### config.mk
export PLATFORM = sky130hd
export DESIGN_NAME = uart_tx_dma
export DESIGN_NICKNAME = d
export VERILOG_FILES = /design/src/rtl/uart_tx_dma_pkg.sv /design/src/rtl/uart_tx_dma_fifo.sv /design/src/rtl/uart_tx_dma_rd.sv /design/src/rtl/uart_tx_dma_req.sv /design/src/rtl/uart_tx_dma.sv
export SDC_FILE = /design/constraint.sdc
export NUM_CORES = 1
export LEC_CHECK = 0
export BUFFER_PORTS_ARGS = -buffer_cell sky130_fd_sc_hd__buf_2
export CORE_ASPECT_RATIO = 1.5
export CORE_MARGIN = 5
export CORE_UTILIZATION = 57
export CTS_CLUSTER_SIZE = 30
export DETAILED_ROUTE_END_ITERATION = 6
export GPL_ROUTABILITY_DRIVEN = 0
export MAX_ROUTING_LAYER = met4
export PLACE_DENSITY = 0.88
export SYNTH_ARGS = -nofsm -noshare
export SYNTH_HDL_FRONTEND = slang
export SYNTH_SLANG_ARGS = --single-unit
### constraint.sdc
create_clock -name clk_i -period 3.3 [get_ports clk_i]
set_input_delay 0.33 -clock clk_i [delete_from_list [all_inputs] [get_ports clk_i]]
set_output_delay 0.33 -clock clk_i [all_outputs]
set_load 0.02 [all_outputs]
### src/rtl/uart_tx_dma_pkg.sv
package uart_tx_dma_pkg;
  typedef enum logic [1:0] {
    WS_BYTE = 2'b00,
    WS_HALF = 2'b01,
    WS_WORD = 2'b10,
    WS_RSVD = 2'b11
  } wsize_e;

  function automatic logic size_ok(input logic [1:0] s);
    return (s == WS_BYTE) || (s == WS_HALF);
  endfunction
endpackage

### src/rtl/uart_tx_dma_fifo.sv
module uart_tx_dma_fifo #(
  parameter int W     = 8,
  parameter int DEPTH = 4,
  localparam int PW   = (DEPTH > 1) ? $clog2(DEPTH) : 1,
  localparam int LW   = $clog2(DEPTH + 1)
) (
  input  logic          clk_i,
  input  logic          rst_ni,
  input  logic          push_i,
  input  logic [W-1:0]  wdata_i,
  input  logic          pop_i,
  output logic [W-1:0]  rdata_o,
  output logic [LW-1:0] level_o,
  output logic          empty_o,
  output logic          full_o
);
  logic [W-1:0]  mem_q [DEPTH];
  logic [PW-1:0] wp_q, rp_q;
  logic [LW-1:0] lvl_q;
  logic          do_push, do_pop;

  assign empty_o = (lvl_q == '0);
  assign full_o  = (lvl_q == LW'(DEPTH));
  assign do_push = push_i && !full_o;
  assign do_pop  = pop_i && !empty_o;
  assign rdata_o = mem_q[rp_q];
  assign level_o = lvl_q;

  function automatic logic [PW-1:0] nxt(input logic [PW-1:0] p);
    return (p == PW'(DEPTH - 1)) ? '0 : p + PW'(1);
  endfunction

  for (genvar g = 0; g < DEPTH; g++) begin : g_ent
    always_ff @(posedge clk_i or negedge rst_ni) begin
      if (!rst_ni)                          mem_q[g] <= '0;
      else if (do_push && wp_q == PW'(g))   mem_q[g] <= wdata_i;
    end
  end

  always_ff @(posedge clk_i or negedge rst_ni) begin
    if (!rst_ni) begin
      wp_q  <= '0;
      rp_q  <= '0;
      lvl_q <= '0;
    end else begin
      if (do_push) wp_q <= nxt(wp_q);
      if (do_pop)  rp_q <= nxt(rp_q);
      case ({do_push, do_pop})
        2'b10:   lvl_q <= lvl_q + LW'(1);
        2'b01:   lvl_q <= lvl_q - LW'(1);
        default: lvl_q <= lvl_q;
      endcase
    end
  end
endmodule

### src/rtl/uart_tx_dma_rd.sv
module uart_tx_dma_rd #(
  parameter int AW    = 32,
  parameter int CW    = 16,
  parameter int DEPTH = 4,
  localparam int LW   = $clog2(DEPTH + 1)
) (
  input  logic          clk_i,
  input  logic          rst_ni,
  input  logic          load_i,
  input  logic [AW-1:0] base_i,
  input  logic [CW-1:0] cnt_i,
  input  logic          half_i,
  input  logic          active_i,
  input  logic          dma_en_i,
  input  logic [LW-1:0] level_i,
  input  logic          rvalid_i,
  output logic          req_o,
  output logic [AW-1:0] addr_o,
  output logic          push_o,
  output logic          last_push_o,
  output logic          all_pushed_o,
  output logic          outst_o
);
  logic [AW-1:0] addr_q;
  logic [CW-1:0] cnt_q, issued_q, pushed_q;
  logic          outst_q, half_q;

  // single outstanding read; FIFO room checked only when nothing is in flight
  assign req_o        = active_i && dma_en_i && !outst_q && (issued_q < cnt_q)
                        && (level_i < LW'(DEPTH));
  assign addr_o       = addr_q;
  assign push_o       = rvalid_i && outst_q;
  assign last_push_o  = push_o && (pushed_q == cnt_q - CW'(1));
  assign all_pushed_o = (pushed_q == cnt_q);
  assign outst_o      = outst_q;

  always_ff @(posedge clk_i or negedge rst_ni) begin
    if (!rst_ni) begin
      addr_q   <= '0;
      cnt_q    <= '0;
      issued_q <= '0;
      pushed_q <= '0;
      outst_q  <= 1'b0;
      half_q   <= 1'b0;
    end else if (load_i) begin
      addr_q   <= base_i;
      cnt_q    <= cnt_i;
      issued_q <= '0;
      pushed_q <= '0;
      outst_q  <= 1'b0;
      half_q   <= half_i;
    end else begin
      if (req_o) begin
        addr_q   <= addr_q + (half_q ? AW'(2) : AW'(1));
        issued_q <= issued_q + CW'(1);
        outst_q  <= 1'b1;
      end else if (push_o) begin
        outst_q  <= 1'b0;
      end
      if (push_o) pushed_q <= pushed_q + CW'(1);
    end
  end
endmodule

### src/rtl/uart_tx_dma_req.sv
module uart_tx_dma_req (
  input  logic clk_i,
  input  logic rst_ni,
  input  logic run_i,
  input  logic tx_en_i,
  input  logic thr_empty_i,
  input  logic fifo_empty_i,
  output logic pop_o
);
  logic thr_q, en_q, pend_q, evt;

  assign evt   = (thr_empty_i && !thr_q) || (tx_en_i && !en_q && thr_empty_i);
  assign pop_o = pend_q && run_i && tx_en_i && !fifo_empty_i;

  always_ff @(posedge clk_i or negedge rst_ni) begin
    if (!rst_ni) begin
      thr_q  <= 1'b1;
      en_q   <= 1'b0;
      pend_q <= 1'b0;
    end else begin
      thr_q <= thr_empty_i;
      en_q  <= tx_en_i;
      if (!run_i || !tx_en_i) pend_q <= 1'b0;
      else if (evt)           pend_q <= 1'b1;
      else if (pop_o)         pend_q <= 1'b0;
    end
  end
endmodule

### src/rtl/uart_tx_dma.sv
module uart_tx_dma
  import uart_tx_dma_pkg::*;
#(
  parameter int AW    = 32,
  parameter int CW    = 16,
  parameter int DW    = 16,
  parameter int DEPTH = 4
) (
  input  logic          clk_i,
  input  logic          rst_ni,
  input  logic          dma_en_i,
  input  logic          start_i,
  input  logic [AW-1:0] start_addr_i,
  input  logic [CW-1:0] word_cnt_i,
  input  logic [1:0]    word_size_i,
  input  logic          sync_i,
  input  logic          irq_ack_i,
  output logic          mem_req_o,
  output logic [AW-1:0] mem_addr_o,
  input  logic          mem_rvalid_i,
  input  logic [DW-1:0] mem_rdata_i,
  input  logic          tx_en_i,
  input  logic          thr_empty_i,
  input  logic          tsr_empty_i,
  output logic          thr_wr_o,
  output logic [7:0]    thr_data_o,
  output logic          done_o,
  output logic          run_o,
  output logic          irq_o,
  output logic          cfg_err_o,
  output logic          tx_idle_o
);
  localparam int LW = $clog2(DEPTH + 1);

  logic          run_q, done_q, sync_q, err_q, wr_q;
  logic [7:0]    data_q;
  logic          start_seen, start_ok;
  logic          rd_push, rd_last, rd_all, rd_outst;
  logic          pop, final_pop, done_set;
  logic [7:0]    fifo_rdata;
  logic [LW-1:0] fifo_level;
  logic          fifo_empty, fifo_full;

  assign start_seen = start_i && !run_q;
  assign start_ok   = start_seen && size_ok(word_size_i) && (word_cnt_i != '0);

  uart_tx_dma_rd #(.AW(AW), .CW(CW), .DEPTH(DEPTH)) u_rd (
    .clk_i        (clk_i),
    .rst_ni       (rst_ni),
    .load_i       (start_ok),
    .base_i       (start_addr_i),
    .cnt_i        (word_cnt_i),
    .half_i       (word_size_i == WS_HALF),
    .active_i     (run_q),
    .dma_en_i     (dma_en_i),
    .level_i      (fifo_level),
    .rvalid_i     (mem_rvalid_i),
    .req_o        (mem_req_o),
    .addr_o       (mem_addr_o),
    .push_o       (rd_push),
    .last_push_o  (rd_last),
    .all_pushed_o (rd_all),
    .outst_o      (rd_outst)
  );

  // only the low byte ever reaches the UART, so only it is staged
  uart_tx_dma_fifo #(.W(8), .DEPTH(DEPTH)) u_fifo (
    .clk_i   (clk_i),
    .rst_ni  (rst_ni),
    .push_i  (rd_push),
    .wdata_i (mem_rdata_i[7:0]),
    .pop_i   (pop),
    .rdata_o (fifo_rdata),
    .level_o (fifo_level),
    .empty_o (fifo_empty),
    .full_o  (fifo_full)
  );

  uart_tx_dma_req u_req (
    .clk_i        (clk_i),
    .rst_ni       (rst_ni),
    .run_i        (run_q),
    .tx_en_i      (tx_en_i),
    .thr_empty_i  (thr_empty_i),
    .fifo_empty_i (fifo_empty),
    .pop_o        (pop)
  );

  assign final_pop = pop && (fifo_level == LW'(1)) && rd_all && !rd_push;
  assign done_set  = sync_q ? final_pop : rd_last;

  always_ff @(posedge clk_i or negedge rst_ni) begin
    if (!rst_ni) begin
      run_q  <= 1'b0;
      done_q <= 1'b0;
      sync_q <= 1'b0;
      err_q  <= 1'b0;
      wr_q   <= 1'b0;
      data_q <= '0;
    end else begin
      wr_q <= pop;
      if (pop) data_q <= fifo_rdata;
      if (start_seen) err_q <= !start_ok;
      if (start_ok) begin
        run_q  <= 1'b1;
        sync_q <= sync_i;
      end else if (final_pop) begin
        run_q  <= 1'b0;
      end
      if (start_ok)       done_q <= 1'b0;
      else if (done_set)  done_q <= 1'b1;
      else if (irq_ack_i) done_q <= 1'b0;
    end
  end

  assign thr_wr_o   = wr_q;
  assign thr_data_o = data_q;
  assign done_o     = done_q;
  assign irq_o      = done_q;
  assign run_o      = run_q;
  assign cfg_err_o  = err_q;
  assign tx_idle_o  = !run_q && tsr_empty_i;
endmodule

==> results of run 1 <==
==> layer usage <==
layer / track usage / vias to the layer above / share of wire / wire [microns]
li1: - / 3046 / - / -
met1: 0.303 / 3224 / 0.38 / 7700
met2: 0.444 / 270 / 0.52 / 10700
met3: 0.0500 / 64 / 0.055 / 1120
met4: 0.143 / 0 / 0.042 / 862
met5: - / - / 0 / 0
==> registers in the layout (all words and copies together) (netlist names), 2 cells and up <==
name / flops
thr_data_o: 8
u_fifo.level_o: 3
u_fifo.mem_q: 32
u_fifo.rp_q: 2
u_fifo.wp_q: 2
u_rd.addr_o: 32
u_rd.cnt_q: 16
u_rd.issued_q: 16
u_rd.pushed_q: 16
==> cell families after synthesis <==
family | share of synthesized area
xor+xnor | 0.0535
simple gates | 0.188
buf+inv | 0.0397
flops | 0.446
fa+ha+maj | 0.0514
compound gates | 0.134
mux | 0.0875
==> synthesized netlist by cell type, drive strengths merged (11+ instances only) <==
library cell | count | area, sq um
a21oi | 30 | 150
a221o | 11 | 110
a22oi | 13 | 97.6
buf | 13 | 72.6
clkbuf | 19 | 71.3
dfrtp | 136 | 3400
ha | 30 | 375
inv | 43 | 161
mux2 | 42 | 473
nand2 | 86 | 323
nand3 | 39 | 195
nand4 | 20 | 131
nor2 | 63 | 239
nor3 | 11 | 66.3
nor4 | 12 | 96.3
o21ai | 51 | 259
or3 | 11 | 68.8
xnor2 | 27 | 236
xor2 | 20 | 175
==> timing repair <==
action | in CTS | in global routing
endpoints found under the hold margin | 66 | 1
gates resized for setup | 0 | 3
hold buffers | 1 | 1
endpoints found under the setup margin | 0 | 1
==> power by group through the flow <==
stage                     clock network, W  logic, W  registers, W
after detailed placement                 0   0.00256       0.00284
final                              0.00181   0.00260       0.00285
after global routing               0.00192   0.00286       0.00293
after global placement                   0   0.00247       0.00281
after CTS                          0.00183   0.00259       0.00284
after floorplan                          0   0.00164       0.00290
==> worst max-delay path, cell delays in order (launching register included) <==
cell	delay [ns]
dfrtp_1	0.50
inv_1	0.15
ha_1	0.36
nand4_1	0.15
o31a_1	0.36
o21ai_2	0.37
clkinv_4	0.26
buf_2	0.22
==> final cells by class <==
| cell class | count | area [sq um] | share of cell area |
|---|---|---|---|
| Inverter | 43 | 166 | 0.0184 |
| Sequential cell | 137 | 3430 | 0.379 |
| Tap cell | 162 | 203 | 0.0224 |
| Clock inverter | 15 | 129 | 0.0142 |
| Clock buffer | 17 | 425 | 0.0470 |
| Antenna cell | 2 | 5.00 | 0.000553 |
| Timing Repair Buffer | 130 | 727 | 0.0804 |
| Multi-Input combinational cell | 571 | 3960 | 0.438 |
==> through the flow <==
step,hold WS (ns),area (sq um)
finish,0.0421,9050
global route,0.0327,9050
floorplan,0.0344,7690
global placement,0.436,8460
detailed placement,0.432,8460
CTS,0.00129,9030
==> worst max path at each step <==
stage | from | cells past startpoint | endpoint
floorplan | u_rd.addr_o[0] | 10 | u_rd.addr_o[16]
global route | u_rd.cnt_q[9] | 9 | mem_req_o
finish | u_rd.cnt_q[7] | 7 | mem_req_o
detailed placement | u_rd.half_q | 10 | u_rd.addr_o[22]
CTS | u_rd.cnt_q[7] | 9 | mem_req_o
global placement | u_rd.half_q | 10 | u_rd.addr_o[22]
==> flow_summary.yaml, run 1 <==
timing:
  finalHoldViolations: 0
  setup_ws_ns: 0.163
  tightest_slew_ns: 0.839
  finalMaxSlewViolations: 0
  max_freq_mhz: 319
  fin_crit_ns: 3.14
  skew_ns: 0.00800
  fin_crit_sh: 0.951
  setup_violations: 0
  relSlewSlack: 0.440
  grt_setup_unrepaired: "no"
  setup_tns_ns: 0
floorplan:
  die_h_microns: 152
  core_sq_mm: 0.0134
  rows: 52
  initial_core_util: 0.574
  io_pins: 123
  die_area_sq_mm: 0.0160
  die-width_microns: 105
synthesis:
  syn_inst: 783
  ys_async_sr_fraction: 1.00
  yosys.cell_types.count: 68
  synth-seq-cells: 137
  synth_area_per_cell_sq_um: 9.83
  synth-edff-count: 0
  ys_seq_area_frac: 0.446
  yosysWarnings: 0
  synth_flop_cell: "dfrtp_1"
  syn_nets: 890
  syn_area_sq_mm: 0.00769
clock_tree:
  cts.sinks: 137
  cts_setup_buffers: 0
  clock-root-buffer: "clkbuf_16"
  clkTransAtPathRegs_ns: 0.07
  cts-htree-levels: 4
  clk_path_buf_depth: 2
  clk_latency_ns: 0.42
  cts_made_buffers: 17
  cts_tree: "yes"
routing:
  first_pass_iters: 5
  drc: 0
  wl_per_cell_microns: 18.9
  avgViaCountPerCell: 6.13
  drt-initial-drc-count: 362
  antenna_left: 0
  finalWirelength_microns: 20400
  via_count: 6604
setup_path:
  cp.arrival_ns: 2.81
  critPathRequiredTime_ns: 2.97
  r2r_end: "u_rd.addr_o[15]"
  path_max_fanout: 18
  rr_startpoint: "u_rd.issued_q[13]"
  reg2regPathDepth: 8
  r2r_slack_ns: 0.31
  crit_type: "reg -> out"
  crit_path_end_kind: "primary output"
  start_kind: "flop"
worst_hold_path:
  hold_end: "u_req.en_q"
  hold_depth: 1
  min_from: "tx_en_i"
  holdCritPathClass: "in -> reg"
grt:
  grt_overflow: 0
  antenna_found_initial: 2
  grt_pass1_wl_microns: 33900
  grt_usage: 0.267
  grt_max_degree: 80
  grt_pass1_vias: 6954
outcome:
  status: "completed"
power:
  irDropWorstVdd_uv: 514
  power_frac_seq: 0.393
  p_int_w: 0.00433
  switching_power_w: 0.00294
  leakage_nw: 4.24
  power_frac_clock: 0.249
  switching_share: 0.404
  comb_power_share: 0.358
  p_per_area_mw_per_mm2: 803
  finalPower_w: 0.00726
place:
  post-place-cells: 1041
  dpl.hpwl_microns: 14000
  io_buffers: 114
  pre_cts_slack_ns: 0.355
final_layout:
  utilization: 0.675
  area_growth_syn_to_layout_pct: 17.6
  most-common-layout-cells: "dfrtp_1, buf_2, nand2_1, nor2_1, mux2_2"
  final_common_cell: "dfrtp_1"
  drive_above_1_share: 0.248
  fillers: 1006
  stdcell_count: 1077
  layout.nets: 1007
job:
  max-cap-violations: 0
Note: power is estimated with default switching activity, not from simulation.
==> inputs of run 2 (changes only) <==
CAP_MARGIN = 25   (was unset)
REMOVE_ABC_BUFFERS = 1   (was unset)
==> run 2 against run 1 <==
  * The flow now finishes with violations (negative hold slack)
  * Register-to-register slack better by 0.03 ns
  * First-iteration DRC count is 16% higher
  * Power is 4.2% higher
  * Maximum frequency is 1.5% higher
  * Combinational power hardly changed
==> flow_summary.yaml, run 2 (synthesis gave the netlist of run 1 again) <==
outcome:
  status: "finished, violations left"
  violations: "negative hold slack"
timing:
  setup_tns_ns: 0
  grt_setup_unrepaired: "no"
  whs_ns: -0.00922
  fin_crit_sh: 0.937
  max_freq_mhz: 324
  finalHoldViolations: 17
  setup_violations: 0
  finalMaxSlewViolations: 0
  tightest_slew_ns: 0.802
  skew_ns: 0.0147
  fin_crit_ns: 3.09
  relSlewSlack: 0.465
worst_hold_path:
  holdCritPathClass: "in -> async"
setup_path:
  crit_type: "reg -> out"
  rr_startpoint: "u_rd.half_q"
  crit_path_max_incr_delay_ns: 0.53
  cp_cell_sequence: "inv_1, ha_1, a21o_1, a21o_1, a2111oi_4, o21ai_2, clkinv_2, buf_2"
  setup.worst_path.start: "u_rd.cnt_q[13]"
  start_kind: "flop"
  crit_top_cell: "a21o_1"
  r2r_end: "u_rd.addr_o[22]"
  endpoint: "mem_req_o"
  r2r_slack_ns: 0.34
  critPathRequiredTime_ns: 2.97
  reg2regPathDepth: 11
  cpMaxStageDelayCell: "a2111oi_4"
  cp.arrival_ns: 2.76
  path_max_fanout: 16
  crit_path_end_kind: "primary output"
final_layout:
  stdcell_count: 1074
  drive_above_1_share: 0.246
  most-common-layout-cells: "dfrtp_1, buf_2, nand2_1, nor2_1, mux2_2"
  utilization: 0.681
  layout.nets: 1006
  diodes: 0
  area_growth_syn_to_layout_pct: 18.7
  fillers: 1009
  final_common_cell: "dfrtp_1"
routing:
  via_count: 6647
  antenna_left: 0
  routed.top_layer: "met4"
  wl_met3_microns: 1100
  wl_per_cell_microns: 18.3
  drc: 0
  avgViaCountPerCell: 6.19
  wl_met1_microns: 7350
  finalWirelength_microns: 19700
  drt-initial-drc-count: 420
  first_pass_iters: 5
  met2_wirelength_microns: 10500
grt:
  grt_max_degree: 86
  grt_pass1_wl_microns: 33600
  grt_usage: 0.265
  grt_overflow: 0
  grt_pass1_vias: 6848
  antenna_found_initial: 0
clock_tree:
  clk_latency_ns: 0.42
  clkTransAtPathRegs_ns: 0.06
  cts.sinks: 137
  cts-htree-levels: 4
  clock-root-buffer: "clkbuf_16"
  clk_path_buf_depth: 2
  cts_made_buffers: 17
  cts_tree: "yes"
floorplan:
  core_sq_mm: 0.0134
  die_area_sq_mm: 0.0160
  initial_core_util: 0.574
  rows: 52
  die-width_microns: 105
  die_h_microns: 152
  io_pins: 123
place:
  io_buffers: 114
  dpl.hpwl_microns: 13700
  post-place-cells: 1040
power:
  p_int_w: 0.00471
  irDropWorstVdd_uv: 392
  comb_power_share: 0.344
  power_frac_seq: 0.375
  finalPower_w: 0.00757
  p_per_area_mw_per_mm2: 829
  switching_power_w: 0.00286
  leakage_nw: 4.28
  switching_share: 0.378
  power_frac_clock: 0.282
job:
  max-cap-violations: 0
## run 2: changes by cell type in the layout (fill, tap and decap cells not counted), sizes merged
cell         previous run  this run
bufinv                  0         5
clkbuf                 17        20
clkinv                  4         3
clkinvlp                2         1
diode                   2         0
dlygate4sd3             2         1
inv                    52        46
## run 2: per-layer routing
metal	up-vias	global-route usage
li1	3050	-
met1	3291	0.301
met2	238	0.447
met3	68	0.0555
met4	0	0.119
met5	-	-
## run 2: worst max-delay path: cells and delay by family, from the launching register on
family	cells	cell delay, ns
AO/OA/AOI/OAI	4	1.07
buffers and inverters	3	0.57
flip-flops	1	0.41
adder cells (fa/ha/maj)	1	0.29
## run 2: power groups by stage
stage,clock [W],combinational [W],sequential (W)
CTS,0.00215,0.00259,0.00282
finish,0.00213,0.00260,0.00284
floorplan,0,0.00155,0.00295
detailed placement,0,0.00257,0.00283
global placement,0,0.00246,0.00280
global route,0.00225,0.00288,0.00292
## run 2: how the worst min path moves through the flow
| stage | startpoint | to | slack, ns | cells after the start |
|---|---|---|---|---|
| after floorplan | rst_ni | cfg_err_o | 0.03 | 0 |
| after global placement | rst_ni | u_rd.pushed_q[14] | 0.45 | 1 |
| after detailed placement | rst_ni | u_rd.cnt_q[14] | 0.45 | 1 |
| after CTS | thr_empty_i | u_req.thr_q | 0.002 | 1 |
| after global routing | tx_en_i | u_req.en_q | 0.03 | 1 |
| final | rst_ni | u_rd.cnt_q[2] | -0.009 | 1 |
## run 2: area by class of cell
type                       instances  area, sq um  share of cell area
timing repair buffer             129          717              0.0785
tap                              162          203              0.0222
clock buffer                      20          447              0.0489
sequential                       137         3430               0.376
inverter                          43          163              0.0178
multi-input combinational        571         3960               0.434
clock inverter                    12          210              0.0230
## run 2: per-stage QoR
stage               worst slack (ns)  instance area (sq um)
global placement               0.417                   8450
floorplan                     -0.253                   7550
finish                         0.209                   9130
global route                  0.0796                   9130
detailed placement             0.400                   8450
CTS                           0.0934                   9110
## run 2: what timing repair did
action,CTS,global route
resized for setup,0,1
endpoints found under the hold margin,0,1
endpoints found under the setup margin,0,1
buffers inserted,0,1
hold buffers,0,1
